File: config.mk
export PLATFORM = sky130hd
export DESIGN_NAME = dual_issue_pair
export DESIGN_NICKNAME = d
export VERILOG_FILES = /design/src/rtl/dip_pkg.sv /design/src/rtl/dip_decode.sv /design/src/rtl/dip_hazard.sv /design/src/rtl/dip_depend.sv /design/src/rtl/dual_issue_pair.sv
export SDC_FILE = /design/constraint.sdc
export NUM_CORES = 1
export LEC_CHECK = 0
export BUFFER_PORTS_ARGS = -buffer_cell sky130_fd_sc_hd__buf_2
export CORE_MARGIN = 2
export CORE_UTILIZATION = 55
export CTS_CLUSTER_DIAMETER = 50
export DETAILED_ROUTE_END_ITERATION = 8
export GPL_TIMING_DRIVEN = 0
export PLACE_DENSITY = 0.85
export SYNTH_ARGS = -nofsm -noshare
export SYNTH_HDL_FRONTEND = slang
export SYNTH_HIERARCHICAL = 1
export SYNTH_SLANG_ARGS = --single-unit
File: constraint.sdc
create_clock -name clk -period 3.3 [get_ports clk]
set_input_delay 0.165 -clock clk [delete_from_list [all_inputs] [get_ports clk]]
set_output_delay 0.165 -clock clk [all_outputs]
set_load 0.01 [all_outputs]
File: src/rtl/dip_pkg.sv
package dip_pkg;
  localparam int unsigned INSN_W = 32;
  localparam int unsigned SPEC_W = 5;
  localparam int unsigned N_REG  = 1 << SPEC_W;
  localparam int unsigned N_UNIT = 4;
  localparam int unsigned N_SPEC = 3;
  localparam int unsigned N_SLOT = 2;

  // field positions within one instruction
  localparam int unsigned CLS_LO = 29;
  localparam int unsigned DST_LO = 21;
  localparam int unsigned SA_LO  = 16;
  localparam int unsigned SB_LO  = 11;

  typedef enum logic [2:0] {
    CL_ALU = 3'd0,
    CL_LD  = 3'd1,
    CL_ST  = 3'd2,
    CL_BR  = 3'd3,
    CL_FLD = 3'd4,
    CL_FST = 3'd5,
    CL_FOP = 3'd6,
    CL_BAD = 3'd7
  } cls_e;

  typedef enum logic [1:0] {
    UN_ALU = 2'd0,
    UN_MEM = 2'd1,
    UN_BR  = 2'd2,
    UN_FPU = 2'd3
  } unit_e;

  typedef struct packed {
    logic              used;
    logic              fp;
    logic [SPEC_W-1:0] idx;
  } spec_t;

  // spec[0] destination, spec[1] first source, spec[2] second source
  typedef struct packed {
    cls_e                    cls;
    unit_e                   unit;
    logic                    legal;
    spec_t [N_SPEC-1:0]      spec;
  } dec_t;
endpackage

File: src/rtl/dip_decode.sv
module dip_decode
  import dip_pkg::*;
(
  input  logic [INSN_W-1:0] insn,
  output dec_t              dec
);
  logic [SPEC_W-1:0] f_dst, f_sa, f_sb;
  cls_e              cls;

  assign cls   = cls_e'(insn[CLS_LO +: 3]);
  assign f_dst = insn[DST_LO +: SPEC_W];
  assign f_sa  = insn[SA_LO  +: SPEC_W];
  assign f_sb  = insn[SB_LO  +: SPEC_W];

  always_comb begin
    dec       = '0;
    dec.cls   = cls;
    dec.unit  = UN_ALU;
    dec.legal = 1'b1;
    dec.spec[0].idx = f_dst;
    dec.spec[1].idx = f_sa;
    dec.spec[2].idx = f_sb;
    unique case (cls)
      CL_ALU: begin
        dec.unit = UN_ALU;
        dec.spec[0].used = 1'b1;
        dec.spec[1].used = 1'b1;
        dec.spec[2].used = 1'b1;
      end
      CL_LD: begin
        dec.unit = UN_MEM;
        dec.spec[0].used = 1'b1;
        dec.spec[1].used = 1'b1;
      end
      CL_ST: begin
        dec.unit = UN_MEM;
        dec.spec[1].used = 1'b1;
        dec.spec[2].used = 1'b1;
      end
      CL_BR: begin
        dec.unit = UN_BR;
        dec.spec[1].used = 1'b1;
        dec.spec[2].used = 1'b1;
      end
      CL_FLD: begin
        dec.unit = UN_MEM;
        dec.spec[0].used = 1'b1;
        dec.spec[0].fp   = 1'b1;
        dec.spec[1].used = 1'b1;
      end
      CL_FST: begin
        dec.unit = UN_MEM;
        dec.spec[1].used = 1'b1;
        dec.spec[2].used = 1'b1;
        dec.spec[2].fp   = 1'b1;
      end
      CL_FOP: begin
        dec.unit = UN_FPU;
        for (int k = 0; k < N_SPEC; k++) begin
          dec.spec[k].used = 1'b1;
          dec.spec[k].fp   = 1'b1;
        end
      end
      default: begin
        dec.legal = 1'b0;
      end
    endcase
  end
endmodule

File: src/rtl/dip_hazard.sv
module dip_hazard
  import dip_pkg::*;
(
  input  dec_t              dec,
  input  logic [N_REG-1:0]  int_busy,
  input  logic [N_REG-1:0]  fp_busy,
  input  logic [N_UNIT-1:0] res_busy,
  output logic              blocked
);
  logic [N_SPEC-1:0] hit;

  for (genvar k = 0; k < N_SPEC; k++) begin : g_spec
    assign hit[k] = dec.spec[k].used &
                    (dec.spec[k].fp ? fp_busy[dec.spec[k].idx]
                                    : int_busy[dec.spec[k].idx]);
  end

  assign blocked = res_busy[dec.unit] | (|hit);
endmodule

File: src/rtl/dip_depend.sv
module dip_depend
  import dip_pkg::*;
(
  input  dec_t lead,
  input  dec_t trail,
  output logic dep
);
  logic [N_SPEC*N_SPEC-1:0] match;

  for (genvar i = 0; i < N_SPEC; i++) begin : g_lead
    for (genvar j = 0; j < N_SPEC; j++) begin : g_trail
      assign match[i*N_SPEC + j] =
        lead.spec[i].used  & lead.spec[i].fp &
        trail.spec[j].used & trail.spec[j].fp &
        (lead.spec[i].idx == trail.spec[j].idx);
    end
  end

  assign dep = |match;
endmodule

File: src/rtl/dual_issue_pair.sv
module dual_issue_pair
  import dip_pkg::*;
(
  input  logic                       clk,
  input  logic                       rst_n,
  input  logic                       pkt_valid,
  output logic                       pkt_ready,
  input  logic [N_SLOT*INSN_W-1:0]   pkt_data,
  input  logic [N_REG-1:0]           int_busy,
  input  logic [N_REG-1:0]           fp_busy,
  input  logic [N_UNIT-1:0]          res_busy,
  output logic                       issue_lo,
  output logic                       issue_hi,
  output logic [1:0]                 issue_cnt
);
  dec_t              dec [N_SLOT];
  logic [N_SLOT-1:0] blk;
  logic              dep;
  logic              split_q;
  logic              lead_ok, trail_ok;

  for (genvar s = 0; s < N_SLOT; s++) begin : g_slot
    dip_decode u_dec (
      .insn (pkt_data[s*INSN_W +: INSN_W]),
      .dec  (dec[s])
    );
    dip_hazard u_haz (
      .dec      (dec[s]),
      .int_busy (int_busy),
      .fp_busy  (fp_busy),
      .res_busy (res_busy),
      .blocked  (blk[s])
    );
  end

  dip_depend u_dep (
    .lead  (dec[0]),
    .trail (dec[1]),
    .dep   (dep)
  );

  assign lead_ok  = dec[0].legal && (dec[0].cls != CL_FOP) && !blk[0];
  assign trail_ok = (dec[1].cls == CL_FOP) && !blk[1];

  assign issue_lo  = pkt_valid && !split_q && lead_ok;
  assign issue_hi  = pkt_valid && trail_ok && (split_q || (issue_lo && !dep));
  assign pkt_ready = issue_hi;
  assign issue_cnt = {1'b0, issue_lo} + {1'b0, issue_hi};

  always_ff @(posedge clk or negedge rst_n) begin
    if (!rst_n)                    split_q <= 1'b0;
    else if (issue_hi)             split_q <= 1'b0;
    else if (issue_lo)             split_q <= 1'b1;
  end
endmodule

==> flow_metrics.tcl, run 1 <==
set metrics [dict create \
    p_sw_frac 0.491 \
    grt_max_degree 16 \
    path_max_fanout 10 \
    p_int_mw 0.413 \
    clk_latency_ns 0 \
    die_w_um 95.5 \
    yosys_warnings 6 \
    fin_nets 654 \
    antenna_found_initial 0 \
    n_antenna_cell 0 \
    fin_crit_sh 0.963 \
    die_area_sq_um 9130 \
    start_kind "input port" \
    overflow 0 \
    max_slew_margin 0.570 \
    die_h_um 95.5 \
    port_buffers 77 \
    placed_area_sq_um 5120 \
    routedWlPerCell_um 25.9 \
    crit_type "input port to output port" \
    drive_above_1_share 0.435 \
    vias 4628 \
    antenna_left 0 \
    period_needed_ns 3.18 \
    nFillCells 682 \
    hold_class "input port to asynchronous set/reset pin" \
    cts.clk_slew.worst_paths_ns 0 \
    synth_nets 582 \
    syn-mean-instance-area_sq_um 10.4 \
    gp_congestion 1.04 \
    cp_cell_sequence "buf_4 -> buf_4 -> mux4_2 -> mux2i_1 -> mux2i_1 -> o211a_1 -> a41oi_1 -> nand4_1 -> nand4bb_4 -> o31ai_4 -> nand2_1 -> ha_1 -> buf_2" \
    seqPwrFrac 0.031 \
    initial_utilization 0.564 \
    num_io_pins 140 \
    max_stage_delay_ns 0.55 \
    grt_usage 0.359 \
    cpMaxStageDelayCell "mux4_2" \
    worst_ep_arrival_time_ns 3.01 \
    drt_iter0_drc 720 \
    largest_register_ffs 1 \
    ir_worst_vdd_v 0.0000807 \
    reg_top3 "split_q x1" \
    grt_first_pass_wirelength_mm 24.5 \
    worstSetupEndpointType "output port" \
    first_pass_iters 7 \
    final_cell_area_sq_um 5150 \
    outcome "finished, final reports clean" \
    rr_worst_depth 7 \
    grt_pass1_vias 4287 \
    combPwrFrac 0.969 \
    syn_inst 445 \
    max_cap_violations 0 \
    syn_to_final_growth_pct 11.7 \
    setup_viol 0 \
    fin_hold_ws_ns 0.481 \
    clock_skew_ns 0 \
    p_per_area_nw_per_um2 157 \
    required_ns 3.13 \
    post-place-ws_ns -0.265 \
    routed_wl_mm 16.0 \
    place_hpwl_mm 12.7 \
    rows 33 \
    slew_violations 0 \
    viasPerCell 7.46 \
    synth.cell_area_sq_um 4610 \
    drc 0 \
    tightest_slew_ns 0.645 \
    switchingPower_mw 0.398 \
    power.share.clock 0 \
    setup_slack_ns 0.121 \
    hold_viol 0 \
    leakage_nw 2.09 \
    core_area_sq_um 8180 \
    fmax_mhz 315 \
    top_register "split_q" \
]
[layer usage]
| layer | part of all wire | global-route usage |
|---|---|---|
| met2 | 0.47 | 0.581 |
| met5 | 0 | 0 |
| met1 | 0.37 | 0.507 |
| met3 | 0.12 | 0.0458 |
| met4 | 0.036 | 0.100 |
[final cells by class]
type,instances,area [sq um],share of cell area
repair buffers,78,395,0.0768
multi-input cells,365,4110,0.798
plain buffers,58,442,0.0858
flip-flops and latches,1,25.0,0.00486
well taps,105,131,0.0255
inverters,13,48.8,0.00948
[worst paths after layout]
check / slack [ns] / startpoint / end
max in group asynchronous: 2.74 / rst_n / split_q
max: 0.12 / pkt_data[11] / issue_cnt[0]
max reg2reg: 1.88 / split_q / split_q
min in group clk: 0.50 / pkt_data[61] / split_q
min: 0.48 / rst_n / split_q
min reg2reg: 0.59 / split_q / split_q
[power by group through the flow]
stage                     Clock, mW  Sequential (mW)  Combinational [mW]
after floorplan                   0           0.0223               0.538
after global placement            0           0.0242               0.746
after detailed placement          0           0.0248               0.759
after CTS                         0           0.0252               0.760
after global routing              0           0.0256               0.830
final                             0           0.0250               0.786
[stage by stage]
step / power (mW) / std cells / utilization / TNS (ns)
after CTS: 0.785 / 623 / 0.627 / 0
final: 0.811 / 620 / 0.630 / 0
after global routing: 0.856 / 620 / 0.630 / -0.00156
after detailed placement: 0.784 / 627 / 0.627 / -0.951
after global placement: 0.770 / 627 / 0.627 / -0.610
after floorplan: 0.560 / 445 / - / 0
[cells in the final DEF (no fill, tap or decap), types with 5 or more instances in the layout]
master and count:
o21ai_0 6, mux4_1 6, xnor2_1 32, buf_6 6
nand2_1 20, a22oi_1 8, nor2_1 5, nor4_1 10
nand3_1 15, a21oi_1 9, buf_2 82, nor2b_1 14
xor2_1 15, mux2i_1 59, buf_4 41, nand2b_1 10
mux4_2 76, inv_1 13, nand4_1 12, a311oi_1 6
[worst max-delay path, delay by kind of cell]
family          cells  cell delay (ns)
mux                 3             0.88
fa+ha+maj           1             0.29
buf+inv             3             0.59
compound gates      3             0.58
simple gates        3             0.49
[timing repair]
action | CTS | global route
hold endpoints to repair | 1 | 0
hold buffers | 1 | 0
setup endpoints to repair | 5 | 5
pin swaps | 0 | 2
setup buffers | 0 | 0
resized for setup | 5 | 11
Note: power is estimated with default switching activity, not from simulation.
==> run 2, diff against run 1 <==
--- a/constraint.sdc
+++ b/constraint.sdc
@@ -3,2 +3,2 @@
 set_output_delay 0.165 -clock clk [all_outputs]
-set_load 0.01 [all_outputs]
+set_load 0.05 [all_outputs]
==> run 2 against run 1 <==
Largest cell class unchanged. Fmax is 1.5% lower. Hold slack worse by 0.0096 ns. Setup slack worse by 0.048 ns. Critical path depth stayed put.
==> flow_metrics.tcl, run 2 (synthesis gave the netlist of run 1 again) <==
set metrics [dict create \
    gp_congestion 1.02 \
    outcome "finished, final reports clean" \
    n_antenna_cell 0 \
    path_max_fanout 10 \
    layout_common_cells "buf_2 (77), mux4_2 (76), mux2i_1 (59)" \
    rr_worst_depth 7 \
    ir_worst_vdd_v 0.000104 \
    core_area_sq_um 8180 \
    rr_endpoint "split_q" \
    place_hpwl_mm 12.7 \
    drive_above_1_share 0.455 \
    antenna_found_initial 0 \
    crit-reg2reg-launch "split_q" \
    start_kind "input port" \
    hold_viol 0 \
    p_per_area_nw_per_um2 160 \
    fin_nets 658 \
    routedWlPerCell_um 26.4 \
    worst_ep_arrival_time_ns 3.06 \
    antenna_left 0 \
    hold_class "input port to asynchronous set/reset pin" \
    setup_viol 0 \
    syn_to_final_growth_pct 14.6 \
    worstSetupEndpointType "output port" \
    die_h_um 95.5 \
    vias 4682 \
    fmax_mhz 310 \
    setup_slack_ns 0.0723 \
    required_ns 3.13 \
    fin_crit_sh 0.978 \
    viasPerCell 7.50 \
    setup_tns_ns 0 \
    top_register "split_q" \
    crit_type "input port to output port" \
    num_io_pins 140 \
    routed_wl_mm 16.4 \
    largest_register_ffs 1 \
    max_slew_margin 0.632 \
    die_w_um 95.5 \
    post-place-ws_ns -0.501 \
    overflow 0 \
    drc 0 \
    slew_violations 0 \
    grt_usage 0.368 \
    finish.utilization 0.646 \
    clock_skew_ns 0 \
    clk_latency_ns 0 \
    final_common_cell "buf_2" \
    initial_utilization 0.564 \
    leakage_nw 2.12 \
    first_pass_iters 5 \
    cts.clk_slew.worst_paths_ns 0 \
    tightest_slew_ns 0.553 \
    port_buffers 77 \
    grt_max_degree 18 \
    reg_top3 "split_q x1" \
    die_area_sq_um 9130 \
    rows 33 \
    max_cap_violations 0 \
    grt_pass1_vias 4495 \
    regToRegSetupSlack_ns 1.74 \
    grt_first_pass_wirelength_mm 25.2 \
    drt_iter0_drc 682 \
    period_needed_ns 3.23 \
]
==> run 2: cell types whose count changed in the layout (fill, tap and decap cells not counted), sizes merged <==
cell / change
buf: +5
clkinvlp: +1
clkbuf: -1
inv: -1
==> run 2: critical path: stages <==
cell	delay [ns]
buf_4	0.17
buf_6	0.22
mux4_2	0.53
mux2i_1	0.24
mux2i_1	0.12
o211a_1	0.22
a41oi_1	0.17
nand4_1	0.14
nand4bb_4	0.24
o31ai_4	0.29
nand2_2	0.11
ha_4	0.30
buf_8	0.14
==> run 2: what timing repair did <==
item / 4_1_cts / 5_1_grt
endpoints found under the hold margin: 1 / 0
hold buffers: 1 / 0
gates cloned: 0 / 0
setup endpoints to repair: 6 / 6
gates resized for setup: 19 / 18
setup buffers: 2 / 5
pin swaps: 3 / 5
==> run 2: area by class of cell <==
class	count	area, sq um
multi-input cells	365	4140
fillers	653	2900
plain buffers	55	473
repair buffers	85	463
well taps	105	131
inverters	13	52.6
flip-flops and latches	1	25.0
==> run 2: routing by layer <==
layer,vias up,share of wire,GRT usage,wire [um]
li1,1943,-,-,-
met1,2250,0.36,0.500,5960
met2,432,0.47,0.590,7780
met3,57,0.13,0.0711,2100
met4,0,0.037,0.123,612
met5,-,0,0,0
==> run 2: how the worst max path moves through the flow <==
stage                               to    startpoint  depth (start not counted)
after floorplan           issue_cnt[0]  pkt_data[12]                         13
after global placement    issue_cnt[0]  pkt_data[12]                         14
after detailed placement  issue_cnt[0]  pkt_data[12]                         14
after CTS                 issue_cnt[0]  pkt_data[24]                         12
after global routing      issue_cnt[0]  pkt_data[17]                         13
final                     issue_cnt[0]  pkt_data[11]                         13
==> run 2: power breakdown <==
group	internal [mW]	switching (mW)
logic	0.406	0.410
registers	0.0187	0.00755
clock network	0	0
total	0.425	0.417
==> run 2: through the flow <==
stage                     instance area, sq um  hold WS (ns)  std cells  total power [mW]
after detailed placement                  5140       -0.0540        627             0.796
after floorplan                           4630        -0.131        445             0.566
after global routing                      5280         0.496        624             0.885
final                                     5280         0.471        624             0.842
after global placement                    5140       -0.0601        627             0.773
after CTS                                 5210         0.478        624             0.814
